<file path="src/rtl/irq_agg_pkg.sv">
package irq_agg_pkg;

    localparam int SRC_W   = 32;
    localparam int MAX_GRP = 4;
    localparam int ADDR_W  = 3;

    typedef logic [SRC_W-1:0]               src_vec_t;
    typedef logic [MAX_GRP-1:0][SRC_W-1:0]  map_set_t;

    typedef enum logic [ADDR_W-1:0] {
        OFS_ENABLE = 3'h0,
        OFS_STATUS = 3'h4
    } reg_ofs_e;

    typedef struct packed {
        logic              we;
        logic [ADDR_W-1:0] addr;
        src_vec_t          wdata;
    } reg_req_t;

    // Mask of a group once forwarded sources are removed from it
    function automatic src_vec_t grp_eff(src_vec_t grp, src_vec_t fwd);
        return grp & ~fwd;
    endfunction

    // Union of all grouped masks in use, without the forwarded sources
    function automatic src_vec_t conn_mask(map_set_t maps, int ngrp, src_vec_t fwd);
        src_vec_t acc;
        acc = '0;
        for (int g = 0; g < MAX_GRP; g++) begin
            if (g < ngrp) acc = acc | maps[g];
        end
        return acc & ~fwd;
    endfunction

endpackage

</file>
<file path="src/rtl/irq_agg_regs.sv">
module irq_agg_regs
    import irq_agg_pkg::*;
#(
    parameter src_vec_t CONN = '0
) (
    input  logic     clk,
    input  logic     rst,
    input  reg_req_t req,
    input  src_vec_t src,
    output src_vec_t en_o,
    output src_vec_t rdata_o
);

    src_vec_t en_q;

    always_ff @(posedge clk) begin
        if (rst) begin
            en_q <= '0;
        end else if (req.we && (req.addr == OFS_ENABLE)) begin
            en_q <= req.wdata;
        end
    end

    always_comb begin
        case (req.addr)
            OFS_ENABLE: rdata_o = en_q;
            OFS_STATUS: rdata_o = src & CONN;
            default:    rdata_o = '0;
        endcase
    end

    assign en_o = en_q;

    a_r2_full_replace: assert property (@(posedge clk) disable iff (rst)
        (req.we && req.addr == OFS_ENABLE) |=> (en_q == $past(req.wdata)));

    a_r4_other_write_ignored: assert property (@(posedge clk) disable iff (rst)
        (req.we && req.addr != OFS_ENABLE) |=> $stable(en_q));

    a_r3_status_subset: assert property (@(posedge clk) disable iff (rst)
        (req.addr == OFS_STATUS) |-> ((rdata_o & ~src) == '0));

endmodule

</file>
<file path="src/rtl/irq_agg_group.sv">
module irq_agg_group
    import irq_agg_pkg::*;
#(
    parameter src_vec_t MASK = '0
) (
    input  logic     clk,
    input  logic     rst,
    input  src_vec_t src,
    input  src_vec_t en,
    output logic     irq_o
);

    logic hit;
    logic irq_q;

    assign hit = |(src & en & MASK);

    always_ff @(posedge clk) begin
        if (rst) irq_q <= 1'b0;
        else     irq_q <= hit;
    end

    assign irq_o = irq_q;

    a_r5_rise_has_cause: assert property (@(posedge clk) disable iff (rst)
        $rose(irq_q) |-> ($past(src & en & MASK) != '0));

    a_r5_fall_has_cause: assert property (@(posedge clk) disable iff (rst)
        $fell(irq_q) |-> ($past(src & en & MASK) == '0));

endmodule

</file>
<file path="src/rtl/irq_agg_fwd.sv">
module irq_agg_fwd
    import irq_agg_pkg::*;
#(
    parameter src_vec_t FWD = '0
) (
    input  src_vec_t src,
    output src_vec_t fwd_o
);

    for (genvar i = 0; i < SRC_W; i++) begin : g_bit
        if (FWD[i]) begin : g_pass
            assign fwd_o[i] = src[i];
        end else begin : g_tie
            assign fwd_o[i] = 1'b0;
        end
    end

endmodule

</file>
<file path="src/rtl/irq_agg_top.sv">
module irq_agg_top
    import irq_agg_pkg::*;
#(
    parameter int       NUM_GRP     = 2,
    parameter map_set_t MAP_MASKS   = {32'h0, 32'h0, 32'h0000_0140, 32'h0000_0EB8},
    parameter src_vec_t FWD_MASK    = 32'h0000_0007,
    parameter bit       WAKE_ENABLE = 1'b1
) (
    input  logic               clk,
    input  logic               rst,
    input  logic [31:0]        src_i,
    input  logic               reg_we,
    input  logic [2:0]         reg_addr,
    input  logic [31:0]        reg_wdata,
    output logic [31:0]        reg_rdata,
    output logic [NUM_GRP-1:0] grp_irq_o,
    output logic [31:0]        fwd_irq_o,
    output logic               wake_o
);

    localparam src_vec_t CONN = conn_mask(MAP_MASKS, NUM_GRP, FWD_MASK);

    reg_req_t req;
    src_vec_t en_w;

    assign req = '{we: reg_we, addr: reg_addr, wdata: reg_wdata};

    irq_agg_regs #(.CONN(CONN)) u_regs (
        .clk     (clk),
        .rst     (rst),
        .req     (req),
        .src     (src_i),
        .en_o    (en_w),
        .rdata_o (reg_rdata)
    );

    for (genvar g = 0; g < NUM_GRP; g++) begin : g_grp
        irq_agg_group #(.MASK(grp_eff(MAP_MASKS[g], FWD_MASK))) u_grp (
            .clk   (clk),
            .rst   (rst),
            .src   (src_i),
            .en    (en_w),
            .irq_o (grp_irq_o[g])
        );
    end

    irq_agg_fwd #(.FWD(FWD_MASK)) u_fwd (
        .src   (src_i),
        .fwd_o (fwd_irq_o)
    );

    if (WAKE_ENABLE) begin : g_wake
        assign wake_o = |grp_irq_o;
    end else begin : g_nowake
        assign wake_o = 1'b0;
    end

    a_r7_unconn_silent: assert property (@(posedge clk) disable iff (rst)
        (grp_irq_o != '0) |-> ($past(src_i & en_w & CONN) != '0));

    a_r8_wake_has_group: assert property (@(posedge clk) disable iff (rst)
        wake_o |-> (grp_irq_o != '0));

    a_r6_fwd_bits_only: assert property (@(posedge clk) disable iff (rst)
        ((fwd_irq_o & ~src_i) == '0));

endmodule

</file>
<file path="config.mk">
export PLATFORM = sky130hd
export DESIGN_NAME = irq_agg_top
export DESIGN_NICKNAME = d
export VERILOG_FILES = /design/src/rtl/irq_agg_pkg.sv /design/src/rtl/irq_agg_regs.sv /design/src/rtl/irq_agg_group.sv /design/src/rtl/irq_agg_fwd.sv /design/src/rtl/irq_agg_top.sv
export SDC_FILE = /design/constraint.sdc
export NUM_CORES = 1
export LEC_CHECK = 0
export BUFFER_PORTS_ARGS = -buffer_cell sky130_fd_sc_hd__buf_2
export CAP_MARGIN = 20
export CORE_ASPECT_RATIO = 1.2
export CORE_UTILIZATION = 40
export CTS_CLUSTER_SIZE = 24
export DETAILED_ROUTE_END_ITERATION = 7
export GPL_ROUTABILITY_DRIVEN = 1
export GPL_TIMING_DRIVEN = 0
export PLACE_DENSITY = 0.87
export SLEW_MARGIN = 20
export SYNTH_ARGS = -nofsm -noshare
export SYNTH_HDL_FRONTEND = slang
export SYNTH_SLANG_ARGS = --single-unit
</file>
<file path="constraint.sdc">
create_clock -name clk -period 1.9 [get_ports clk]
set_clock_uncertainty 0.15 [all_clocks]
set_input_delay 0.38 -clock clk [delete_from_list [all_inputs] [get_ports clk]]
set_output_delay 0.38 -clock clk [all_outputs]
set_load 0.02 [all_outputs]
</file>
==> results.toml, run 1 <==
[die]
die_h_um = 81.3
ios = 137
die_w_um = 68.1
coreArea_sq_mm = 0.00497
initial_core_util_pct = 42.1
dieArea_sq_mm = 0.00553
rows = 28

[setup_path]
cp_data_arrival_time_ns = 1.35
path_class = "input pin to output port"
startpoint_type = "input pin"
path_max_fanout = 5
worstPathRequired_ns = 1.37
critPathCaptureType = "output port"

[sta]
max_slew_margin_pct = 66.4
slew_viol_final = 0
min_period_ns = 1.88
fmax_mhz = 531
rsz0062_at_grt = "yes"
finalCritPeriodShare_pct = 99.1
setup_viol = 0
worst-slew-pin-transition_ns = 0.502
hold_viol = 0

[cells_and_area]
n_antenna_cell = 0
fin_nets = 420
drive_gt1_share_pct = 40.3
fin_cells = 410
fin_util_pct = 58.5
final_area_sq_mm = 0.00291
synthToLayoutAreaGrowth_pct = 39.0

[clocking]
root_buffer = "clkbuf_8"
htree_num_levels = 2
clk_pin_slew_ns = 0.07
cts.sinks = 34
cts_buffers = 5
clock_path_buffers = 2
cts_tree = "done"
clock_latency_ns = 0.28

[flow_run]
drv_cap = 0

[placement]
post_dp_cell_area_sq_mm = 0.00269
gp_congestion = 0.767
dp.cells = 401
dp_hpwl_um = 3680
port-buffer-count = 83

[power_and_ir_drop]
power_density_mw_per_mm2 = 536
p_total_w = 0.00156
irDropWorstVdd_mv = 0.358
power_leakage_nw = 1.40

[worst_hold_path]
hold_path.class = "input pin to flop"

[logic_synthesis]
synth_area_leaders = "dfxtp_1 (32%), mux2i_1 (20%), nand2b_1 (19%)"
synthDistinctLibCells = 15
syn_inst = 230
synth-edff-count = 0
synth.largest_area_cell = "dfxtp_1"
syn_area_per_cell_sq_um = 9.11
yosysSeqAreaShare_pct = 32.5
netlist.area_leader.share_pct = 32.5
netlist_area_sq_mm = 0.00209
synth_most_common_cell = "nand2b_1"
yosysWarnings = 0
async_flop_share_pct = 0
synth-seq-cells = 34
synth-main-ff-cell = "dfxtp_1"
synth_common_cells = "nand2b_1 (64), mux2i_1 (41), buf_4 (34), dfxtp_1 (34), and2_1 (23)"

[routing]
wire_per_inst_um = 12.2
route.vias.total = 1802
totalWireLength_um = 4990
drt_iter0_markers = 29
drt_first_pass_iters = 4
vias_per_cell = 4.40
antenna_left = 0
drc = 0

[grt]
grt_start_max_net_pins = 12
track_usage_pct = 18.3
grt_pass1_wl_um = 7380
gr-total-overflow = 0
antenna_found_initial = 0
grt_pass1_vias = 1612

[status]
status = "completed"
[repair_timing]
| action | 4_1_cts | 5_1_grt |
|---|---|---|
| endpoints found under the setup margin | 23 | 30 |
| resized for setup | 16 | 26 |
| setup buffers | 3 | 0 |
| hold buffers | 0 | 0 |
| pin swaps | 1 | 1 |
| cloned | 2 | 0 |
[final cells by class]
class                   instances  area (sq um)
fillers                       465          2060
multi-input cells             176          1210
flip-flops and latches         34           681
repair buffers                 87           529
plain buffers                  46           343
well taps                      60          75.1
clock buffers                   7          76.3
[registers in the layout, indices dropped and copies added, names as in the netlist]
register,count
u_regs.en_o,32
g_grp.u_grp.irq_o,2
[power by group]
part	total [W]	switching (W)	internal [W]
sequential	0.000738	0.00000887	0.000729
combinational	0.000323	0.000165	0.000158
clock	0.000500	0.000248	0.000252
total	0.00156	0.000422	0.00114
[cell usage in the layout (no fill, tap or decap)]
master    synthesis  routed
a222oi_1          1       1
a22oi_1           3       3
a31oi_1           1       1
and2_1           23      17
and2_4            0       6
buf_2             0      66
buf_4            34      43
buf_6             4      14
clkbuf_1         10       9
clkbuf_4          0       1
clkbuf_8          0       7
conb_1            1      29
dfxtp_1          34      34
mux2i_1          41      41
nand2b_1         64      64
nor2_1           10      10
nor3_4            0       1
nor4b_4           1       1
or2_2             2       2
[critical path, cell delays in order]
cell and delay, ns:
buf_2 0.14, nor3_4 0.27, buf_6 0.15, clkbuf_8 0.14
and2_1 0.15, buf_6 0.12
[layer usage]
layer / vias to the layer above / track usage [%] / wire [um] / share of wire [%]
li1: 914 / - / - / -
met4: 0 / 7.71 / 92 / 1.8
met3: 9 / 5.90 / 394 / 7.9
met5: - / 0 / 0 / 0
met1: 798 / 21.1 / 1950 / 39
met2: 81 / 30.6 / 2560 / 51
[path summary, 6_finish.rpt]
path	startpoint	to	slack [ns]	cells past startpoint
max	reg_addr[1]	reg_rdata[21]	0.02	6
min	reg_wdata[27]	u_regs.en_o[27]	0.20	3
max reg2reg	u_regs.en_o[10]	g_grp[0].u_grp.irq_o	0.80	2
min reg2reg	u_regs.en_o[13]	u_regs.en_o[13]	0.32	2
[metrics by stage]
stage / hold WS, ns / TNS (ns) / worst slack, ns
after floorplan: 0.294 / 0 / 0.116
after global placement: 0.304 / -8.48 / -0.448
after global routing: 0.202 / -0.180 / -0.0406
after detailed placement: 0.314 / -8.22 / -0.429
final: 0.198 / 0 / 0.0178
after CTS: 0.198 / 0 / 0.00155
[cells by family after synthesis]
family / after synthesis / share of synthesized area (%)
DFF: 34 / 32.5
buffers and inverters: 48 / 16.1
other: 1 / 0.179
AOI/OAI and AO/OA: 5 / 1.85
muxes: 41 / 19.6
and+or+nand+nor: 101 / 29.7
(Power assumes the default switching activity.)
==> run 2: changes to the inputs <==
--- a/config.mk
+++ b/config.mk
@@ -8,12 +8,12 @@
 export BUFFER_PORTS_ARGS = -buffer_cell sky130_fd_sc_hd__buf_2
 export CAP_MARGIN = 20
 export CORE_ASPECT_RATIO = 1.2
-export CORE_UTILIZATION = 40
+export CORE_UTILIZATION = 39
 export CTS_CLUSTER_SIZE = 24
 export DETAILED_ROUTE_END_ITERATION = 7
-export GPL_ROUTABILITY_DRIVEN = 1
+export GPL_ROUTABILITY_DRIVEN = 0
 export GPL_TIMING_DRIVEN = 0
-export PLACE_DENSITY = 0.87
+export PLACE_DENSITY = 0.85
 export SLEW_MARGIN = 20
 export SYNTH_ARGS = -nofsm -noshare
 export SYNTH_HDL_FRONTEND = slang
==> results.toml, run 2 (same netlist as run 1, synthesis figures left out) <==
[routing]
drt_first_pass_iters = 4
drt_iter0_markers = 41
antenna_left = 0
drc = 0
vias_per_cell = 4.31
wire_per_inst_um = 11.7
totalWireLength_um = 4810
route.vias.total = 1774

[sta]
tns_ns = 0
setup_viol = 0
rsz0062_at_grt = "no"
min_period_ns = 1.84
slew_viol_final = 0
worst_slack_ns = 0.0644
hold_viol = 0
finalCritPeriodShare_pct = 96.6
fmax_mhz = 545

[cells_and_area]
final_common_cell = "buf_2"
synthToLayoutAreaGrowth_pct = 37.5
layout_common_cells = "buf_2 (70), nand2b_1 (64), buf_4 (47)"
fin_cells = 412
n_antenna_cell = 0
fin_nets = 421
largest_register_ffs = 32
drive_gt1_share_pct = 39.2

[die]
rows = 28
die_w_um = 68.9
initial_core_util_pct = 41.5
dieArea_sq_mm = 0.00567
ios = 137
coreArea_sq_mm = 0.00504
die_h_um = 82.3

[setup_path]
r2r_slack_ns = 0.82
path_max_fanout = 9
critPathCaptureType = "output port"
startpoint_type = "input pin"
path_class = "input pin to output port"
cp_data_arrival_time_ns = 1.31
worstPathRequired_ns = 1.37

[worst_hold_path]
hold_path.class = "input pin to flop"

[power_and_ir_drop]
p_int_w = 0.00118
p_sw_w = 0.000426
clkPwrFrac_pct = 34.0
switching_share_pct = 26.5
irDropWorstVdd_mv = 0.509
power_density_mw_per_mm2 = 558
power.share.combinational_pct = 20.1
power_leakage_nw = 1.40
seq_power_share_pct = 45.9

[grt]
grt_pass1_vias = 1468
grt_pass1_wl_um = 6890
grt_start_max_net_pins = 12
track_usage_pct = 16.8
gr-total-overflow = 0
antenna_found_initial = 0

[clocking]
cts_tree = "done"
cts_buffers = 5
cts.sinks = 34
clock_path_buffers = 2
root_buffer = "clkbuf_8"
clk_pin_slew_ns = 0.07
htree_num_levels = 2
cts_hold_buf = 0
clock_latency_ns = 0.28

[placement]
dp_slack_ns = -0.489
dp.cells = 401
dp_hpwl_um = 3610
port-buffer-count = 83

[status]
status = "completed"

[flow_run]
drv_cap = 0
[run 2: cell types whose count changed in the layout (fill, tap and decap cells not counted), sizes merged]
cell	delta
clkbuf	+2
clkinv	+1
buf	-1
[run 2: cell type report]
cell class | instances | area (sq um)
Buffer | 47 | 348
Clock buffer | 7 | 86.3
Clock inverter | 1 | 5.00
Fill cell | 472 | 2170
Multi-Input combinational cell | 176 | 1190
Sequential cell | 34 | 681
Tap cell | 60 | 75.1
Timing Repair Buffer | 87 | 492
[run 2: final timing paths]
| kind | start | endpoint | depth (start not counted) |
|---|---|---|---|
| worst max-delay path | reg_addr[1] | reg_rdata[3] | 5 |
| worst min-delay path | src_i[6] | g_grp[1].u_grp.irq_o | 3 |
| worst max register to register | u_regs.en_o[10] | g_grp[0].u_grp.irq_o | 2 |
| worst min register to register | u_regs.en_o[21] | u_regs.en_o[21] | 2 |
[run 2: worst max-delay path: stages]
cell,delay (ns)
buf_2,0.14
or2_2,0.29
clkbuf_2,0.19
nor2_1,0.13
buf_2,0.17
[run 2: what timing repair did]
item                       CTS  global route
cloned                       2             0
setup buffers                2             0
pin swaps                    1             0
resized for setup           22             3
setup endpoints to repair   23             4
[run 2: power by group through the flow]
| stage | Combinational [W] | Sequential [W] | Clock, W |
|---|---|---|---|
| after floorplan | 0.000224 | 0.000751 | 0 |
| after global placement | 0.000307 | 0.000752 | 0 |
| after detailed placement | 0.000310 | 0.000753 | 0 |
| after CTS | 0.000323 | 0.000737 | 0.000572 |
| after global routing | 0.000353 | 0.000739 | 0.000609 |
| final | 0.000322 | 0.000737 | 0.000546 |
[run 2: stage by stage]
stage / utilization [%] / cell area, sq um / power (W) / hold slack [ns]
3_5_place_dp: 53.3 / 2690 / 0.00106 / 0.309
2_1_floorplan: - / 2200 / 0.000974 / 0.294
4_1_cts: 56.9 / 2870 / 0.00163 / 0.193
3_3_place_gp: 53.3 / 2690 / 0.00106 / 0.304
5_1_grt: 57.1 / 2880 / 0.00170 / 0.199
6_report: 57.1 / 2880 / 0.00161 / 0.199
[run 2: layer usage]
metal	wire (um)	up-vias	part of all wire [%]	track usage [%]
met2	2380	73	49	29.4
met1	1960	784	41	19.1
met5	0	-	0	0
met4	44	0	0.91	4.90
met3	429	4	8.9	5.22
li1	-	913	-	-
==> run 3: changes to the inputs <==
==> constraint.sdc (replaced) <==
create_clock -name clk -period 1.9 [get_ports clk]
set_clock_uncertainty 0.15 [all_clocks]
set_input_delay 0.095 -clock clk [delete_from_list [all_inputs] [get_ports clk]]
set_output_delay 0.095 -clock clk [all_outputs]
set_load 0.02 [all_outputs]
==> results.toml, run 3 (same netlist as run 1, synthesis figures left out) <==
[clocking]
clk_pin_slew_ns = 0.07
cts_buffers = 5
root_buffer = "clkbuf_8"
clock_latency_ns = 0.28
post_cts_buffers = 0
clock_path_buffers = 2
htree_num_levels = 2
cts_tree = "done"
cts.sinks = 34

[grt]
track_usage_pct = 18.3
grt_pass1_vias = 1626
gr-total-overflow = 0
grt_pass1_wl_um = 7500
antenna_found_initial = 0
grt_start_max_net_pins = 11

[power_and_ir_drop]
power.share.combinational_pct = 22.2
clkPwrFrac_pct = 33.1
irDropWorstVdd_mv = 0.511
seq_power_share_pct = 44.7
p_sw_w = 0.000434
power_density_mw_per_mm2 = 527
p_int_w = 0.00122
switching_share_pct = 26.3
power_leakage_nw = 1.51

[setup_path]
path_max_fanout = 10
path_class = "input pin to output port"
critPathCaptureType = "output port"
cp_data_arrival_time_ns = 1.47
worstPathRequired_ns = 1.65
startpoint_type = "input pin"

[cells_and_area]
fin_util_pct = 62.1
drive_gt1_share_pct = 34.4
fin_nets = 453
multi_input_area_sq_mm = 0.00118
n_antenna_cell = 0
largest_register_ffs = 32
layout_common_cells = "buf_2 (83), nand2b_1 (64), mux2i_1 (41)"
final_common_cell = "buf_2"
regArea_sq_um = 681
synthToLayoutAreaGrowth_pct = 49.6
fill_cells = 432

[flow_run]
drv_cap = 0

[routing]
totalWireLength_um = 5220
vias_per_cell = 4.28
drc = 0
drt_first_pass_iters = 4
wire_per_inst_um = 11.8
drt_iter0_markers = 33
antenna_left = 0
route.vias.total = 1900

[placement]
port-buffer-count = 83
dp_hpwl_um = 3610

[sta]
slew_viol_final = 0
finalCritPeriodShare_pct = 90.2
fmax_mhz = 584
setup_viol = 0
rsz0062_at_grt = "no"
tns_ns = 0
min_period_ns = 1.71
hold_viol = 0

[die]
ios = 137
rows = 28
die_h_um = 82.3
dieArea_sq_mm = 0.00567
die_w_um = 68.9
coreArea_sq_mm = 0.00504
initial_core_util_pct = 41.5

[worst_hold_path]
hold_path.class = "input pin to flop"

[status]
status = "completed"
==> run 3: cell count changes in the layout (fill, tap and decap cells not counted), sizes merged <==
cell,delta
buf,-1
dlygate4sd3,+35
clkbuf,-2
==> run 3: cell type report <==
class,instances,area share (%)
tap,60,2.40
timing repair buffer,118,24.4
clock inverter,1,0.160
sequential,34,21.7
multi-input combinational,176,37.7
clock buffer,7,2.76
buffer,48,10.8
==> run 3: worst paths after layout <==
path,startpoint,depth (start not counted),slack (ns),end
max,reg_addr[2],6,0.19,reg_rdata[21]
min,rst,2,0.02,g_grp[1].u_grp.irq_o
max reg2reg,u_regs.en_o[8],3,0.52,g_grp[1].u_grp.irq_o
min reg2reg,u_regs.en_o[21],2,0.32,u_regs.en_o[21]
==> run 3: power groups by stage <==
stage | clock network, W | logic, W | registers (W)
global route | 0.000607 | 0.000401 | 0.000739
finish | 0.000547 | 0.000367 | 0.000737
CTS | 0.000572 | 0.000365 | 0.000737
global placement | 0 | 0.000307 | 0.000752
detailed placement | 0 | 0.000310 | 0.000753
floorplan | 0 | 0.000224 | 0.000751
==> run 3: worst max-delay path: stages <==
cell and delay, ns:
buf_2 0.13, buf_6 0.16, nor3_1 0.39, clkbuf_1 0.35, and2_1 0.18, buf_2 0.16
==> run 3: routing by layer <==
layer | vias up | track usage, % | part of all wire, %
met2 | 75 | 33.8 | 52
met5 | - | 0 | 0
met1 | 841 | 19.4 | 39
li1 | 980 | - | -
met4 | 0 | 5.31 | 0.84
met3 | 4 | 5.49 | 7.6
==> run 3: timing repair <==
item / in CTS / in global routing
hold buffers: 35 / 0
endpoints found under the setup margin: 0 / 10
resized for setup: 0 / 2
hold endpoints to repair: 34 / 0
==> run 3: metrics by stage <==
stage / cell area (sq um) / power, W / hold WS [ns] / setup WS, ns / instances
floorplan: 2200 / 0.000974 / 0.0891 / 0.686 / 258
global placement: 2690 / 0.00106 / 0.203 / 0.116 / 401
detailed placement: 2690 / 0.00106 / 0.210 / 0.0808 / 401
CTS: 3130 / 0.00167 / 0.0169 / 0.0808 / 444
global route: 3130 / 0.00175 / 0.0255 / 0.0150 / 444
finish: 3130 / 0.00165 / 0.0211 / 0.187 / 444
